==> src/rtl/ovr_pwm_timer.sv <==
module ovr_pwm_timer #(
  parameter int W = 32
) (
  input  logic         clk,
  input  logic         rst,
  input  logic         run,
  input  logic         load_we,
  input  logic [W-1:0] load_data,
  input  logic         match_we,
  input  logic [W-1:0] match_data,
  output logic         pwm_out,
  output logic         ovf_pulse
);
  localparam logic [W-1:0] TOP     = '1;
  localparam logic [W-1:0] RST_VAL = TOP - 1'b1;

  logic [W-1:0] cnt, load_reg, match_reg;
  logic         running;

  always_ff @(posedge clk) begin
    if (rst) begin
      load_reg  <= RST_VAL;
      match_reg <= RST_VAL;
    end else if (!running) begin
      if (load_we)  load_reg  <= load_data;
      if (match_we) match_reg <= match_data;
    end
  end

  always_ff @(posedge clk) begin
    if (rst) begin
      cnt     <= '0;
      running <= 1'b0;
    end else if (!run) begin
      running <= 1'b0;
    end else if (!running || cnt == TOP) begin
      cnt     <= load_reg;
      running <= 1'b1;
    end else begin
      cnt <= cnt + 1'b1;
    end
  end

  assign ovf_pulse = running && (cnt == TOP);
  assign pwm_out   = running && (cnt >= load_reg) && (cnt <= match_reg);

  assert_idle_low_R7: assert property (@(posedge clk) disable iff (rst)
    !run |=> (!pwm_out && !ovf_pulse));
  assert_reload_after_wrap_R3: assert property (@(posedge clk) disable iff (rst)
    (ovf_pulse && run) |=> (cnt == $past(load_reg)));
  assert_start_level_R2: assert property (@(posedge clk) disable iff (rst)
    (run && !running) |=> (pwm_out == (match_reg >= load_reg)));
  assert_held_while_running_R8: assert property (@(posedge clk) disable iff (rst)
    (running && (load_we || match_we)) |=> ($stable(load_reg) && $stable(match_reg)));
  assert_strobe_single_R5: assert property (@(posedge clk) disable iff (rst)
    (ovf_pulse && run && load_reg != TOP) |=> !ovf_pulse);
  assert_full_duty_R6: assert property (@(posedge clk) disable iff (rst)
    (running && match_reg == TOP && cnt >= load_reg) |-> pwm_out);
endmodule

==> config.mk <==
export PLATFORM = sky130hd
export DESIGN_NAME = ovr_pwm_timer
export DESIGN_NICKNAME = d
export VERILOG_FILES = /design/src/rtl/ovr_pwm_timer.sv
export SDC_FILE = /design/constraint.sdc
export NUM_CORES = 1
export LEC_CHECK = 0
export BUFFER_PORTS_ARGS = -buffer_cell sky130_fd_sc_hd__buf_4
export CAP_MARGIN = 30
export CELL_PAD_IN_SITES_DETAIL_PLACEMENT = 0
export CELL_PAD_IN_SITES_GLOBAL_PLACEMENT = 1
export CORE_ASPECT_RATIO = 0.6
export CORE_MARGIN = 3
export CORE_UTILIZATION = 41
export CTS_BUF_LIST = sky130_fd_sc_hd__clkbuf_8
export DETAILED_ROUTE_END_ITERATION = 16
export HOLD_SLACK_MARGIN = 0.08
export PLACE_DENSITY_LB_ADDON = 0.1
export SYNTH_ARGS = -nofsm -noshare
export SYNTH_HDL_FRONTEND = slang
export SYNTH_SLANG_ARGS = --single-unit
==> constraint.sdc <==
create_clock -name clk -period 2.2 [get_ports clk]
set_input_delay 0.22 -clock clk [delete_from_list [all_inputs] [get_ports clk]]
set_output_delay 0.22 -clock clk [all_outputs]
set_load 0.005 [all_outputs]
==> results of run 1 <==
worst max-delay path: cells and delay by family, from the launching register on:
family | cells | cell delay (ns)
AO/OA/AOI/OAI | 2 | 0.69
AND/OR/NAND/NOR | 3 | 0.56
flip-flops | 1 | 0.34
buffers and inverters | 3 | 0.36
adder cells (fa/ha/maj) | 1 | 0.26
logic make-up (layout without fill, tap and decap cells):
| group | count (synthesis) | count (layout) | synth area share |
|---|---|---|---|
| flip-flops | 97 | 97 | 0.3223 |
| AND/OR/NAND/NOR | 260 | 260 | 0.2039 |
| multiplexers | 12 | 12 | 0.02014 |
| AO/OA/AOI/OAI | 190 | 190 | 0.2270 |
| buffers and inverters | 110 | 366 | 0.09178 |
| adder cells (fa/ha/maj) | 65 | 65 | 0.1350 |
cell usage after synthesis (8+ instances only):
| library cell | count | area (µm²) |
|---|---|---|
| a2111oi_2 | 10 | 150.1 |
| dfxtp_1 | 97 | 1942 |
| nor3_1 | 8 | 40.04 |
| o211ai_1 | 64 | 480.5 |
| a21oi_1 | 42 | 210.2 |
| nor4_1 | 12 | 75.07 |
| o21ai_0 | 29 | 145.1 |
| nor2_1 | 49 | 183.9 |
| nand3_1 | 25 | 125.1 |
| and4_1 | 8 | 70.07 |
| inv_1 | 67 | 251.5 |
| ha_1 | 65 | 813.3 |
| nand4_1 | 17 | 106.4 |
| mux2i_1 | 11 | 110.1 |
| nand2_1 | 114 | 427.9 |
| clkbuf_1 | 25 | 93.84 |
final timing paths:
path,to,slack (ns),cells past startpoint
setup / recovery,pwm_out,-0.60,9
hold / removal,load_reg[23]$_SDFFE_PP1P_,0.11,3
setup reg to reg,cnt[9]$_SDFFE_PP0P_,-0.29,7
hold reg to reg,match_reg[22]$_SDFFE_PP1P_,0.52,2
metrics by stage:
step	setup slack (ns)	instances	power [mW]	hold WS, ns	area [µm²]
floorplan	0.01943	734	2.581	0.3564	6037
global placement	-0.4230	1088	3.043	0.4423	7551
detailed placement	-0.4236	1088	3.082	0.4470	7551
CTS	-0.6078	1179	4.646	0.08614	8984
global route	-0.7469	1182	4.910	0.1142	9178
finish	-0.6020	1182	4.678	0.1077	9178
layout make-up:
| class | instances | area [µm²] |
|---|---|---|
| clock buffers | 9 | 123.9 |
| clock inverters | 7 | 93.84 |
| fillers | 1142 | 4820 |
| inverters | 68 | 255.2 |
| multi-input cells | 527 | 4093 |
| flip-flops and latches | 97 | 1973 |
| well taps | 192 | 240.2 |
| repair buffers | 282 | 2399 |
routing by layer:
layer / GRT usage / vias to the layer above / share of wire
met1: 0.3724 / 3000 / 0.51
met3: 0.06062 / 21 / 0.062
li1: - / 3177 / -
met4: 0.05308 / 0 / 0.0097
met2: 0.3876 / 189 / 0.41
met5: 0 / - / 0
report_power, final:
part / switching, mW / internal, mW
combinational: 0.659 / 0.676
sequential: 0.106 / 1.90
clock: 0.695 / 0.644
timing repair:
item                                   4_1_cts  5_1_grt
buffers inserted                            13        4
pin swaps                                   10       28
setup endpoints to repair                   33       34
hold buffers                                63        0
resized for setup                           98       46
gates cloned                                 1        0
endpoints found under the hold margin       63        0
==> out/qor.yml, run 1 <==
yosys:
  synthesis.nets: 868
  ys_seq_area_frac: 0.3223
  ys_types: 66
  syn_area_mm2: 0.006026
  yosys_register_bits: 97
  avgSynthCellArea_um2: 8.210
  yosys_warnings: 0
  synthArstFlopShare: 0
  ys.flop_type: "dfxtp_1"
  synth_cells: 734
  synth_edf_count: 0
sta:
  fin_crit_sh: 1.274
  slew_headroom: 0.4209
  rsz0062_at_grt: "true"
  skew_ns: 0.01367
  fmax_ghz: 0.3569
  tns_ns: -6.688
  min_period_ns: 2.802
  finalHoldViolCount: 0
  setup_viol: 33
  slew_viol_final: 0
  finalWorstSetupSlack_ns: -0.6020
  worstMarginPinSlew_ns: 0.8678
floorplanning:
  fp.dieW_um: 162.5
  dieArea_mm2: 0.01624
  fp.coreArea_mm2: 0.01400
  fp-row-count: 33
  die_y_um: 99.91
  ioPinCount: 71
  start_util: 0.4305
cts:
  numCtsBuffers: 9
  cts_max_level: 3
  cts.path.max_buffers: 2
  clk-insertion-delay-late_ns: 0.38
  root_buffer: "clkbuf_8"
  cts.sinks: 97
  clk_pin_slew_ns: 0.10
  cts_tree: "built"
setup_path:
  cp-start-kind: "flop"
  cpPeakStageDelay_ns: 0.39
  critPathCaptureType: "output pin"
  startpoint: "load_reg[29]$_SDFFE_PP1P_"
  cp.required_ns: 1.98
  crit_chain: "inv_2 > ha_4 > nand4_1 > nor4_4 > buf_4 > nand4_1 > a311o_1 > a221oi_2 > buf_4"
  cp_max_fo: 2
  r2r_start: "cnt[23]$_SDFFE_PP0P_"
  critPathKind: "flop to output pin"
  critPathSlowestCell: "a311o_1"
  arrival_ns: 2.58
power:
  p_leak_nw: 4.254
  p_per_area_mw_per_mm2: 509.8
  vdd_drop_max_uv: 298.7
run_status:
  violations: "setup timing"
  status: "finished, violations left"
global_routing:
  grt_pass1_wl_um: 32810
  antenna_found_initial: 0
  overflow: 0
  grt_pass1_vias: 6330
  grt_max_degree: 45
  track_usage: 0.2562
detailed_routing:
  drc: 0
  vias_per_cell: 5.404
  wirelength_um: 20670
  drtAntennaViolNets: 0
  firstDrtPassIters: 5
  wl_per_cell_um: 17.49
  vias: 6387
  drtIter0Drc: 511
final_layout:
  utilization: 0.6557
  final_common_cell: "buf_4"
  antennaDiodeCount: 0
  final_cell_mix: "buf_4 (193), nand2_1 (109), dfxtp_1 (76)"
  drive_above_1_share: 0.3475
  fin_nets: 1119
  syn_to_final_growth_pct: 52.30
hold_path:
  worstHoldStart: "load_data[23]"
  min_path_type: "input port to flop"
flow_run:
  drv_cap: 0
placed_design:
  place_hpwl_um: 14720
  io_buffers: 70
  gp_congestion: 0.9357
Note: power is estimated with default switching activity, not from simulation.
==> inputs of run 2 (changes only) <==
Settings changed: TNS_END_PERCENT from default to 20.
==> run 2 against run 1 <==
Highest routed layer unchanged. Largest power group unchanged. Combinational power is 4% lower. Total power decreased by 1.1%. Clock-buffer cell count is the same. Worst setup slack got worse by 0.058 ns. Non-clock buffer count fell by 3. The run still ends with setup timing left. Critical endpoint unchanged.
==> out/qor.yml, run 2 (synthesis gave the netlist of run 1 again) <==
global_routing:
  overflow: 0  # unchanged
  grt_pass1_vias: 6240  # -1.4%
  track_usage: 0.2554  # -0.0008808
  grt_max_degree: 45  # unchanged
  grt_pass1_wl_um: 32770  # -0.12%
  antenna_found_initial: 0  # unchanged
flow_run:
  drv_cap: 0  # unchanged
power:
  power.switching_mw: 1.436  # -1.7%
  vdd_drop_max_uv: 295.1  # -1.2%
  clockPowerShare: 0.290  # +0.004
  seqPwrFrac: 0.433  # +0.004
  p_per_area_mw_per_mm2: 516.0  # +1.2%
  internal_power_mw: 3.192  # -0.83%
  switching_share: 0.3103  # -0.001776
  p_leak_nw: 4.194  # -1.4%
  combinationalPowerShare: 0.277  # -0.008
final_layout:
  multiInputGateArea_mm2: 0.003928  # -4.0%
  fin_cells: 1180  # -0.17%
  fin_area_mm2: 0.008969  # -2.3%
  fillers: 1174  # +2.8%
  final_cell_mix: "buf_4 (196), nand2_1 (111), dfxtp_1 (77)"
  drive_above_1_share: 0.3191  # -0.02833
  fin_nets: 1116  # -0.27%
  regArea_mm2: 0.001972  # about the same
  final_common_cell: "buf_4"
  syn_to_final_growth_pct: 48.84
sta:
  slew_viol_final: 0  # unchanged
  worstMarginPinSlew_ns: 0.7031  # -0.1646 ns
  skew_ns: 0.01309  # -0.0005827 ns
  slew_headroom: 0.5307  # +0.1099
  fmax_ghz: 0.3496  # -2.0%
  rsz0062_at_grt: "true"
  finalHoldViolCount: 0  # unchanged
  min_period_ns: 2.860  # +0.05805 ns
  finalWorstSetupSlack_ns: -0.6601  # -0.05805 ns
  fin_crit_sh: 1.300  # +0.02639
  setup_viol: 33  # unchanged
cts:
  numCtsBuffers: 9  # unchanged
  cts_tree: "built"
  cts_max_level: 3  # unchanged
  clk-insertion-delay-late_ns: 0.38  # about the same
  cts.sinks: 97  # unchanged
  clk_pin_slew_ns: 0.11  # about the same
  cts.path.max_buffers: 2  # unchanged
  root_buffer: "clkbuf_8"
floorplanning:
  ioPinCount: 71  # unchanged
  fp.coreArea_mm2: 0.01400  # unchanged
  start_util: 0.4305  # unchanged
  fp.dieW_um: 162.5  # unchanged
  fp-row-count: 33  # unchanged
  dieArea_mm2: 0.01624  # unchanged
  die_y_um: 99.91  # unchanged
detailed_routing:
  vias_per_cell: 5.395  # -0.16%
  drtIter0Drc: 491  # -3.9%
  wl_per_cell_um: 17.43  # -0.31%
  wirelength_um: 20570  # -0.47%
  drc: 0  # unchanged
  vias: 6366  # -0.33%
  firstDrtPassIters: 5  # unchanged
  drtAntennaViolNets: 0  # unchanged
placed_design:
  place_inst: 1088  # unchanged
  gp_congestion: 0.9357  # unchanged
  placedInstanceArea_mm2: 0.007551  # unchanged
  io_buffers: 70  # unchanged
  place_hpwl_um: 14720  # unchanged
setup_path:
  arrival_ns: 2.64  # +0.06 ns
  cpPeakStageDelay_ns: 0.39  # about the same
  critPathCaptureType: "output pin"
  cp.required_ns: 1.98  # about the same
  critPathSlowestCell: "a311o_1"
  cp-start-kind: "flop"
  cp_max_fo: 2  # unchanged
  crit_chain: "inv_2 > ha_4 > nand4_1 > nor4_4 > buf_4 > nand4_1 > a311o_1 > a221oi_2 > buf_4"
  critPathKind: "flop to output pin"
hold_path:
  min_path_type: "input port to flop"
run_status:
  violations: "setup timing"
  status: "finished, violations left"
run 2: cell type report:
type / instances / area share
multi-input cells: 527 / 0.4379
diodes: 1 / 0.0002790
flip-flops and latches: 97 / 0.2199
clock inverters: 7 / 0.01046
repair buffers: 279 / 0.2624
inverters: 68 / 0.02846
well taps: 192 / 0.02679
clock buffers: 9 / 0.01381
run 2: worst max-delay path, delay by kind of cell (launching register included):
kind | cells | cell delay (ns)
fa+ha+maj | 1 | 0.26
simple gates | 3 | 0.61
buf+inv | 3 | 0.37
flops | 1 | 0.34
compound gates | 2 | 0.69
run 2: path summary, 6_finish.rpt:
check | end | slack [ns] | startpoint | depth (start not counted)
worst max-delay path | pwm_out | -0.66 | load_reg[29]$_SDFFE_PP1P_ | 9
worst min-delay path | load_reg[23]$_SDFFE_PP1P_ | 0.10 | load_data[23] | 3
worst max register to register | cnt[31]$_SDFFE_PP0P_ | -0.28 | cnt[23]$_SDFFE_PP0P_ | 9
worst min register to register | match_reg[22]$_SDFFE_PP1P_ | 0.52 | match_reg[22]$_SDFFE_PP1P_ | 2
run 2: repair_timing:
action / 4_1_cts / 5_1_grt
resized for setup: 75 / 23
cloned: 1 / 0
endpoints found under the hold margin: 63 / 0
hold buffers: 63 / 0
pin swaps: 15 / 8
setup buffers: 10 / 2
endpoints found under the setup margin: 33 / 34
run 2: through the flow:
stage	util	power, mW	worst slack, ns	TNS, ns	hold WS, ns
CTS	0.6301	4.606	-0.6078	-3.051	0.08614
floorplan	-	2.581	0.01943	0	0.3564
detailed placement	0.5395	3.082	-0.4236	-3.084	0.4470
global placement	0.5395	3.043	-0.4230	-1.720	0.4423
global route	0.6406	4.854	-0.7937	-9.022	0.1186
finish	0.6407	4.628	-0.6601	-6.152	0.1000
run 2: power groups by stage:
| stage | registers [mW] | logic (mW) | clock network, mW |
|---|---|---|---|
| 5_1_grt | 2.02 | 1.41 | 1.43 |
| 3_3_place_gp | 2.02 | 1.02 | 0 |
| 2_1_floorplan | 2.02 | 0.562 | 0 |
| 6_report | 2.00 | 1.28 | 1.34 |
| 3_5_place_dp | 2.03 | 1.06 | 0 |
| 4_1_cts | 2.00 | 1.22 | 1.38 |
run 2: layer usage:
metal / part of all wire / global-route usage
met1: 0.51 / 0.3757
met2: 0.42 / 0.3831
met3: 0.069 / 0.05608
met4: 0.0095 / 0.05439
met5: 0 / 0
